--- src/rtl/vpic_pkg.sv ---
package vpic_pkg;
    localparam int unsigned NPOS      = 16;
    localparam int unsigned NUSR      = 12;
    localparam int unsigned USR_BASE  = 4;
    localparam int unsigned NCORE     = USR_BASE;
    localparam int unsigned NRANK     = NPOS + 1;
    localparam int unsigned RANK_W    = $clog2(NRANK + 1);
    localparam int unsigned POS_W     = $clog2(NPOS);
    localparam int unsigned VEC_SHIFT = 5;
    localparam int unsigned VEC_W     = POS_W + VEC_SHIFT;
    localparam int unsigned FIELD_W   = 4;

    typedef logic [RANK_W-1:0] rank_t;

    localparam rank_t RANK_NONE = rank_t'(NRANK);
    localparam rank_t RANK_EMU  = rank_t'(0);
    localparam rank_t RANK_RST  = rank_t'(1);
    localparam logic [FIELD_W-1:0] FIELD_NONE = {FIELD_W{1'b1}};
endpackage

--- src/rtl/vpic_map.sv ---
module vpic_map
    import vpic_pkg::*;
#(
    parameter int NUM_PERIPH = 8,
    parameter int ID_W       = 3
) (
    input  logic                  clk_i,
    input  logic                  rst_ni,
    input  logic                  wr_en_i,
    input  logic [ID_W-1:0]       wr_id_i,
    input  logic [FIELD_W-1:0]    wr_slot_i,
    input  logic [NUM_PERIPH-1:0] periph_req_i,
    output logic [NUSR-1:0]       slot_req_o
);
    typedef struct packed {
        logic [NUM_PERIPH-1:0][FIELD_W-1:0] field;
    } map_state_t;

    map_state_t st_d, st_q;
    logic [NUSR-1:0][NUM_PERIPH-1:0] match;

    always_comb begin
        st_d = st_q;
        if (wr_en_i && (int'(wr_id_i) < NUM_PERIPH)) begin
            st_d.field[wr_id_i] = wr_slot_i;
        end
    end

    always_ff @(posedge clk_i) begin
        if (!rst_ni) begin
            st_q.field <= {NUM_PERIPH{FIELD_NONE}};
        end else begin
            st_q <= st_d;
        end
    end

    for (genvar s = 0; s < NUSR; s++) begin : g_slot
        for (genvar p = 0; p < NUM_PERIPH; p++) begin : g_per
            assign match[s][p] = periph_req_i[p] && (st_q.field[p] == FIELD_W'(s));
        end
        assign slot_req_o[s] = |match[s];
    end

    // a slot can only be requested by some peripheral
    a_r6_slot_needs_request: assert property (@(posedge clk_i) disable iff (!rst_ni)
        (slot_req_o != '0) |-> (periph_req_i != '0));
endmodule

--- src/rtl/vpic_arbiter.sv ---
module vpic_arbiter
    import vpic_pkg::*;
(
    input  logic [NPOS-1:0] pend_i,
    input  logic            emu_i,
    input  logic [NPOS-1:0] mask_i,
    input  logic            gdis_i,
    input  logic            nest_i,
    input  rank_t           cur_rank_i,
    output logic            valid_o,
    output rank_t           sel_rank_o
);
    logic [NRANK-1:0] elig;
    rank_t            best;

    always_comb begin
        elig    = '0;
        elig[0] = emu_i;
        elig[1] = pend_i[0];
        elig[2] = pend_i[1] & ~gdis_i;
        for (int n = 2; n < NPOS; n++) begin
            elig[n+1] = pend_i[n] & mask_i[n] & ~gdis_i;
        end
        best = RANK_NONE;
        for (int r = NRANK - 1; r >= 0; r--) begin
            if (elig[r]) best = rank_t'(r);
        end
    end

    assign sel_rank_o = best;
    assign valid_o    = (best < cur_rank_i) &&
                        (nest_i || (cur_rank_i == RANK_NONE) || (best <= RANK_RST));
endmodule

--- src/rtl/vpic_service.sv ---
module vpic_service
    import vpic_pkg::*;
(
    input  logic  clk_i,
    input  logic  rst_ni,
    input  logic  ack_i,
    input  rank_t ack_rank_i,
    input  logic  rti_i,
    output rank_t cur_rank_o
);
    typedef struct packed {
        logic [NRANK-1:0] isr;
    } svc_state_t;

    svc_state_t st_d, st_q;
    rank_t      cur;

    always_comb begin
        cur = RANK_NONE;
        for (int r = NRANK - 1; r >= 0; r--) begin
            if (st_q.isr[r]) cur = rank_t'(r);
        end
        st_d = st_q;
        if (rti_i && (cur != RANK_NONE)) begin
            st_d.isr[cur] = 1'b0;
        end
        if (ack_i && (ack_rank_i < RANK_NONE)) begin
            st_d.isr[ack_rank_i] = 1'b1;
        end
    end

    always_ff @(posedge clk_i) begin
        if (!rst_ni) begin
            st_q <= '0;
        end else begin
            st_q <= st_d;
        end
    end

    assign cur_rank_o = cur;

    // a return ends the current level and falls back to a less urgent one
    a_r8_rti_restores: assert property (@(posedge clk_i) disable iff (!rst_ni)
        (rti_i && !ack_i && (cur_rank_o != RANK_NONE)) |=> (cur_rank_o > $past(cur_rank_o)));
endmodule

--- src/rtl/prio_irq_ctrl.sv ---
module prio_irq_ctrl
    import vpic_pkg::*;
#(
    parameter int NUM_PERIPH = 8,
    parameter int ID_W       = (NUM_PERIPH > 1) ? $clog2(NUM_PERIPH) : 1
) (
    input  logic                  clk_i,
    input  logic                  rst_ni,
    input  logic                  emu_req_i,
    input  logic [3:0]            core_req_i,
    input  logic [NUM_PERIPH-1:0] periph_req_i,
    input  logic [15:0]           mask_i,
    input  logic                  gdis_i,
    input  logic                  nest_en_i,
    input  logic                  map_we_i,
    input  logic [ID_W-1:0]       map_id_i,
    input  logic [3:0]            map_slot_i,
    input  logic                  ack_i,
    input  logic                  rti_i,
    output logic                  irq_o,
    output logic                  emu_o,
    output logic [3:0]            pos_o,
    output logic [8:0]            vec_o
);
    typedef struct packed {
        logic [NPOS-1:0] pend;
        logic            emu;
    } pend_state_t;

    pend_state_t      st_d, st_q;
    logic [NUSR-1:0]  slot_req;
    logic             sel_valid;
    rank_t            sel_rank;
    rank_t            cur_rank;
    logic             ack_eff;
    logic [POS_W-1:0] sel_pos;

    vpic_map #(.NUM_PERIPH(NUM_PERIPH), .ID_W(ID_W)) u_map (
        .clk_i        (clk_i),
        .rst_ni       (rst_ni),
        .wr_en_i      (map_we_i),
        .wr_id_i      (map_id_i),
        .wr_slot_i    (map_slot_i),
        .periph_req_i (periph_req_i),
        .slot_req_o   (slot_req)
    );

    vpic_arbiter u_arb (
        .pend_i     (st_q.pend),
        .emu_i      (st_q.emu),
        .mask_i     (mask_i),
        .gdis_i     (gdis_i),
        .nest_i     (nest_en_i),
        .cur_rank_i (cur_rank),
        .valid_o    (sel_valid),
        .sel_rank_o (sel_rank)
    );

    vpic_service u_svc (
        .clk_i      (clk_i),
        .rst_ni     (rst_ni),
        .ack_i      (ack_eff),
        .ack_rank_i (sel_rank),
        .rti_i      (rti_i),
        .cur_rank_o (cur_rank)
    );

    assign ack_eff = ack_i && sel_valid;
    assign sel_pos = (sel_valid && (sel_rank != RANK_EMU)) ? POS_W'(sel_rank - rank_t'(1)) : '0;

    always_comb begin
        st_d = st_q;
        if (ack_eff) begin
            if (sel_rank == RANK_EMU) st_d.emu = 1'b0;
            else                      st_d.pend[sel_pos] = 1'b0;
        end
        st_d.pend = st_d.pend | {slot_req, core_req_i};
        st_d.emu  = st_d.emu | emu_req_i;
    end

    always_ff @(posedge clk_i) begin
        if (!rst_ni) begin
            st_q <= '0;
        end else begin
            st_q <= st_d;
        end
    end

    assign irq_o = sel_valid;
    assign emu_o = sel_valid && (sel_rank == RANK_EMU);
    assign pos_o = sel_pos;
    assign vec_o = {sel_pos, {VEC_SHIFT{1'b0}}};

    // a presented maskable position always has its mask bit set
    a_r4_mask_honoured: assert property (@(posedge clk_i) disable iff (!rst_ni)
        (irq_o && !emu_o && (pos_o >= 4'd2)) |-> mask_i[pos_o]);

    // under global disable only the emulator or reset gets through
    a_r5_gdis_holds_off: assert property (@(posedge clk_i) disable iff (!rst_ni)
        (irq_o && gdis_i) |-> (emu_o || (pos_o == 4'd0)));

    // the selection from the arbiter is strictly above the service level
    a_r8_strictly_higher: assert property (@(posedge clk_i) disable iff (!rst_ni)
        irq_o |-> (sel_rank < cur_rank));

    // sequential mode admits only emulator or reset over a running handler
    a_r9_sequential_hold: assert property (@(posedge clk_i) disable iff (!rst_ni)
        (irq_o && !nest_en_i && (cur_rank != RANK_NONE)) |-> (sel_rank <= RANK_RST));
endmodule

--- config.mk ---
export PLATFORM = sky130hd
export DESIGN_NAME = prio_irq_ctrl
export DESIGN_NICKNAME = d
export VERILOG_FILES = /design/src/rtl/vpic_pkg.sv /design/src/rtl/vpic_map.sv /design/src/rtl/vpic_arbiter.sv /design/src/rtl/vpic_service.sv /design/src/rtl/prio_irq_ctrl.sv
export SDC_FILE = /design/constraint.sdc
export NUM_CORES = 1
export LEC_CHECK = 0
export BUFFER_PORTS_ARGS = -buffer_cell sky130_fd_sc_hd__buf_2
export CAP_MARGIN = 10
export CELL_PAD_IN_SITES_DETAIL_PLACEMENT = 1
export CELL_PAD_IN_SITES_GLOBAL_PLACEMENT = 1
export CORE_MARGIN = 3
export CORE_UTILIZATION = 43
export CTS_CLUSTER_DIAMETER = 120
export DETAILED_ROUTE_END_ITERATION = 10
export PLACE_DENSITY = 0.89
export SYNTH_ARGS = -nofsm -noshare
export SYNTH_HDL_FRONTEND = slang
export SYNTH_SLANG_ARGS = --single-unit
--- constraint.sdc ---
create_clock -name clk_i -period 4.95 [get_ports clk_i]
set_input_delay 0.99 -clock clk_i [delete_from_list [all_inputs] [get_ports clk_i]]
set_output_delay 0.99 -clock clk_i [all_outputs]
set_load 0.05 [all_outputs]
Yosys cells after proc, flatten, opt, wreduce, memory -nomap -nowiden:

Index checks and enable logic that the tools add are counted.

* flip-flop bits (word level): 66
* latch bits: 0
* RAM bits: 0
* bits in read-only memories: 0
* output and inout bits: 15
* word-level logic and storage cells: 329
* memories: 0

* add/sub/neg operators: 1
* multipliers: 0
* div/mod/pow operators: 0
* order comparisons: 11
* eq/ne operators: 90
* shift operators: 0
* multiplexer cells: 49
* bitwise gates (word level): 37
* reductions and logical operators: 130

Operators with widths (number)
* two-way mux 5 bit: 32
* == test 4 x 3 -> 1 bit (second input constant): 32
* == test 4 bit (second input constant): 32
* logical AND 1 bit: 106
* OR reduction 8 bit: 12
* == test 4 x 2 -> 1 bit (second input constant): 16
* two-way mux 17 bit: 3
* bitwise mux 32 bit: 1
* == test 4 x 1 -> 1 bit (second input constant): 8
* logical NOT 4 bit: 8
* AND 1 bit: 29
* AND 17 bit: 1
* inverter 17 bit: 1
* bitwise OR 17 bit: 1
* AND 16 bit: 1
* two-way mux 16 bit: 1
* inverter 16 bit: 1
* bitwise OR 16 bit: 1
* demux 4 bit (select 3 bit): 1
* less-than comparator 5 x 6 -> 1 bit (second input constant): 2
* demux 1 bit (select 5 bit): 2
* >= comparator 5 x 1 -> 1 bit (second input constant): 2
* two-way mux 4 bit: 2
* two-way mux 1 bit: 6
* other kinds (16): 17

Logic depth before layout (Yosys ltp):

* word-level depth: 33
* gate-level depth with buffers: 19
* mapped depth without buffers: 16

Hierarchy:

Synthesis repeated with hierarchy kept, for this count alone.

* cell total of the unflattened synthesis: 594
* area, all modules: 4570.6 um^2

Modules (own cells, without submodules)
* vpic_map: times used 1, cells an instance 285, area each 2253.4 um^2, sequential area each 640.6 um^2
* vpic_service: times used 1, cells an instance 128, area each 978.4 um^2, sequential area each 340.3 um^2
* prio_irq_ctrl: times used 1, cells an instance 117, area each 934.6 um^2, sequential area each 340.3 um^2
* vpic_arbiter: times used 1, cells an instance 64, area each 404.1 um^2, sequential area each 0.0 um^2

Worst setup path before layout:

No wires, ideal clock.

* kind: in2out
* start point: input mask_i[11]
* end point: output vec_o[8]
* data arrival time: 4689 ps
* setup slack: -729 ps
* cell stages on the path: 18
* cell sequence: a22o_1 -> nand3b_1 -> o21ai_0 -> a21oi_1 -> or2_2 -> nand2_1 -> nand2_1 -> inv_1 -> ha_1 -> or2_2 -> maj3_2 -> o311a_1 -> or2_1 -> buf_2 -> clkinv_1 -> nand2_1 -> nor2_1 -> buf_4

* word-level cells in the longest chain between the ends: 20
* elaborated cells between the ends (all ways): 23
* those cells by class: add/sub (1); order compare (2); mux (14); bitwise (2); reduce/logical (4)

RTL lines
* start, declared: line prio_irq_ctrl.sv:12 `input logic [15:0] mask_i,`
* AND 1 bit (*) (2 in a row): line vpic_arbiter.sv:22 `elig[n+1] = pend_i[n] & mask_i[n] & ~gdis_i;`
* two-way mux 5 bit (*) (13 in a row): line vpic_arbiter.sv:26 `if (elig[r]) best = rank_t'(r);`
* less-or-equal comparator 5 x 1 -> 1 bit: line vpic_arbiter.sv:32 `(nest_i || (cur_rank_i == RANK_NONE) || (best <= RANK_RST));`
* logical OR 1 bit: line vpic_arbiter.sv:32
* logical AND 1 bit (*): line vpic_arbiter.sv:31 `assign valid_o = (best < cur_rank_i) &&`
* named net irq_o: line prio_irq_ctrl.sv:20 `output logic irq_o,`
* logical AND 1 bit (*): line prio_irq_ctrl.sv:69 `assign sel_pos = (sel_valid && (sel_rank != RANK_EMU)) ? POS_W'(sel_rank - rank_t'(1)) : '0;`
* two-way mux 4 bit (*): line prio_irq_ctrl.sv:69
* end, declared: line prio_irq_ctrl.sv:23 `output logic [8:0] vec_o`

Mark *: on every way through the listed nets, which the timed path passes. The rest lies on a longest branch.

Worst setup path in the final report:

* start point: input mask_i[11]
* end point: output pos_o[2]

* word-level cells in the longest chain between the ends: 20
* elaborated cells between the ends (all ways): 23
* those cells by class: add/sub (1); order compare (2); mux (14); bitwise (2); reduce/logical (4)

RTL lines
* AND 1 bit (*) (2 in a row): line vpic_arbiter.sv:22
* two-way mux 5 bit (*) (13 in a row): line vpic_arbiter.sv:26
* less-or-equal comparator 5 x 1 -> 1 bit: line vpic_arbiter.sv:32
* logical OR 1 bit: line vpic_arbiter.sv:32
* logical AND 1 bit: line vpic_arbiter.sv:31
* logical AND 1 bit: line prio_irq_ctrl.sv:69
* two-way mux 4 bit (*): line prio_irq_ctrl.sv:69
* end, declared: line prio_irq_ctrl.sv:22 `output logic [3:0] pos_o,`

Mark *: on every way between the ends. The rest lies on a longest branch, timed or not.

==> impl_metrics.py <==
metrics = {
    "run_status": {
        "outcome": "completed",
    },
    "synth": {
        "synthFlopType": "dfxtp_1",
        "synth_enable_flop_cells": 0,
        "syn_area_per_cell_um2": 7.89,
        "post-synth-top-area-cell": "dfxtp_1",
        "synth-seq-cells": 66,
        "yosys.area.top_type_share_pct": 31.2,
        "ys_seq_area_share_pct": 31.2,
        "synth.yosys.warnings": 0,
        "syn_inst": 536,
        "synth_cell_types": 61,
        "syn_area_um2": 4230,
        "netlist_top_cells_area": "dfxtp_1, mux2i_1, nand2_1",
        "postSynth.asyncResetShare_pct": 0,
    },
    "clock_network": {
        "cts_sinks": 66,
        "clk_latency_ps": 370,
        "cts_max_path_buffers": 2,
        "cts.clk_slew.worst_paths_ps": 80,
        "cts_tree": "yes",
        "hold_buffers": 0,
        "h-tree-depth": 3,
        "cts-buffers-inserted": 9,
        "cts-root-buf": "clkbuf_8",
    },
    "floorplanning": {
        "die_area_um2": 11100,
        "dieWidth_um": 105,
        "floorplan.die.height_um": 105,
        "start_util_pct": 44.9,
        "core_area_um2": 9420,
        "ioPinCount": 58,
        "rows": 35,
    },
    "placed_design": {
        "place_ws_ps": -28.4,
        "dpl-instance-area_um2": 4630,
        "port_buffers": 50,
        "place_congestion": 0.938,
        "place_inst": 699,
        "hpwl_um": 11300,
    },
    "power_and_ir_drop": {
        "p_leak_nw": 1.83,
        "p_seq_share_pct": 36.3,
        "pwr-share-comb_pct": 30.2,
        "p_sw_share_pct": 36.8,
        "powerDensity_nw_per_um2": 317,
        "p_sw_mw": 0.572,
        "clockPowerShare_pct": 33.5,
        "intPower_mw": 0.980,
        "max-vdd-ir-drop_v": 0.000177,
    },
    "critical_path": {
        "path_class": "in2out",
        "cp_cell_sequence": "buf_2, a22o_1, nand3b_1, o21ai_0, a21oi_1, or2_2, nand2_1, nand2_2, inv_2, ha_1, or2_2, maj3_2, o311a_1, or2_4, buf_4, nor2_4, buf_4",
        "crit_fanout": 3,
        "setup.worst_path.start_class": "primary input",
        "cp-endpoint": "pos_o[2]",
        "reg2reg_slack_ps": 1160,
        "cp.depth": 17,
        "critPathTopFamily": "simple AND/OR/NAND/NOR gates",
        "crit_start": "mask_i[11]",
        "path_buf_inv": 4,
        "r2r-start": "st_q[12]",
        "critPathArrivalTime_ps": 3850,
        "cp_data_required_time_ps": 3960,
        "crit_path_max_incr_delay_ps": 320,
        "crit_path_top_delay_cell": "maj3_2",
        "endpoint_kind": "primary output",
        "r2r_end": "st_q[5]",
        "reg2reg_depth": 17,
    },
    "sta": {
        "max_freq_mhz": 207,
        "clock_skew_ps": 22.0,
        "slew_headroom_pct": 41.6,
        "setup_viol": 0,
        "period_share_pct": 97.7,
        "period_needed_ps": 4840,
        "tightest_slew_ps": 874,
        "rsz0062_at_grt": "yes",
        "slew_viol_final": 0,
        "whs_ps": 480,
        "tns_ps": 0,
        "hold_viol_final": 0,
        "setup_slack_ps": 112,
    },
    "final_layout": {
        "nNetsFinal": 632,
        "fillers": 1195,
        "drive_above_1_share_pct": 17.4,
        "final_cell_area_um2": 4900,
        "multi_input_area_um2": 2790,
        "finalNonFillerCells": 716,
        "regArea_um2": 1320,
        "antennaDiodeCount": 0,
        "area_growth_pct": 15.8,
    },
    "grt": {
        "grt-ovfl-total": 0,
        "grt_pass1_vias": 4652,
        "antenna_found_initial": 0,
        "grt_max_degree": 41,
        "grt_first_pass_wirelength_um": 24500,
        "gr-usage-all-layers_pct": 27.5,
    },
    "routing": {
        "drtAntennaViolNets": 0,
        "viasPerCell": 6.27,
        "drc": 0,
        "vias": 4492,
        "first_pass_iters": 4,
        "routed_wl_um": 15000,
        "post_drt_wl_per_cell_um": 21.0,
        "drt_iter0_drc": 208,
    },
    "run": {
        "maxCapViolCount": 0,
    },
    "min_path": {
        "hold_class": "reg2reg",
        "min_path_cells": 2,
    },
}
power by group through the flow:
| stage | logic [mW] | registers, mW | clock network [mW] |
|---|---|---|---|
| finish | 0.469 | 0.564 | 0.519 |
| CTS | 0.450 | 0.563 | 0.528 |
| global placement | 0.423 | 0.574 | 0 |
| detailed placement | 0.435 | 0.575 | 0 |
| global route | 0.499 | 0.567 | 0.550 |
| floorplan | 0.334 | 0.569 | 0 |
worst reg2reg max path: stages (launching register included):
cell and delay, ps:
dfxtp_1 340, a22o_1 270, nand3b_1 160, o21ai_0 80, a21oi_1 100, or2_2 270, nand2_1 90, nand2_2 90
inv_2 80, ha_1 220, or2_2 280, maj3_2 320, o311a_1 110, or2_4 280, buf_4 160, buf_4 190
o41ai_1 500, a21oi_1 150
state kept, by name, summed over array words and instances (netlist names):
register	flops
u_map.st_q	32
st_q	17
u_svc.st_q	17
area by class of cell:
type                       count  share of cell area [%]
multi-input combinational    431                    56.9
tap                          129                    3.30
timing repair buffer          60                    7.23
sequential                    66                    27.0
clock inverter                 6                    1.86
clock buffer                  10                    2.61
inverter                      14                    1.17
cell families (layout without fill, tap and decap cells):
| kind of cell | count (synthesis) | after routing | synth area share, % |
|---|---|---|---|
| AO/OA/AOI/OAI | 142 | 142 | 22.7 |
| XOR/XNOR | 2 | 2 | 0.414 |
| adder cells (fa/ha/maj) | 8 | 8 | 2.34 |
| buffers and inverters | 43 | 90 | 4.70 |
| flip-flops | 66 | 66 | 31.2 |
| multiplexers | 34 | 34 | 8.07 |
| other | 1 | 5 | 0.0886 |
| AND/OR/NAND/NOR | 240 | 240 | 30.4 |
per-layer routing:
layer / share of wire [%] / GRT usage (%) / wire length, um
met2: 51 / 49.4 / 7720
met5: 0 / 0 / 0
met3: 4.6 / 4.63 / 689
met1: 41 / 32.8 / 6220
met4: 2.6 / 9.75 / 385
cell usage in the layout, fill, tap and decap left out, types with 17 or more instances in the layout:
cell type   n
dfxtp_1    66
nand2_1    62
buf_2      40
a21oi_1    34
mux2i_1    33
nor3_1     32
o22ai_1    26
nor2_1     24
nand2b_1   23
o21ai_0    22
nand3b_1   21
buf_4      17
repair_timing:
action	4_1_cts	5_1_grt
endpoints found under the setup margin	8	10
setup buffers	0	1
resized for setup	6	10
synthesized netlist by cell type (15+ instances only):
| cell | n |
|---|---|
| nor3_1 | 32 |
| nand2b_1 | 23 |
| dfxtp_1 | 66 |
| clkbuf_1 | 17 |
| nand3_1 | 15 |
| nand3b_1 | 21 |
| nor2_1 | 29 |
| nand2_1 | 64 |
| o22ai_1 | 26 |
| a21oi_1 | 34 |
| mux2i_1 | 33 |
| o21ai_0 | 22 |
how the worst min path moves through the flow:
stage,start,endpoint,slack [ps]
after floorplan,st_q[5],st_q[5],440
after global placement,u_svc.st_q[16],u_svc.st_q[16],460
after detailed placement,u_svc.st_q[16],u_svc.st_q[16],470
after CTS,u_svc.st_q[16],u_svc.st_q[16],480
after global routing,u_svc.st_q[16],u_svc.st_q[16],500
final,u_svc.st_q[16],u_svc.st_q[16],480
through the flow:
stage | power [mW] | util [%]
after floorplan | 0.903 | -
after global placement | 0.996 | 49.2
after detailed placement | 1.01 | 49.2
after CTS | 1.54 | 51.7
after global routing | 1.62 | 52.0
final | 1.55 | 52.0
(Power assumes the default switching activity.)
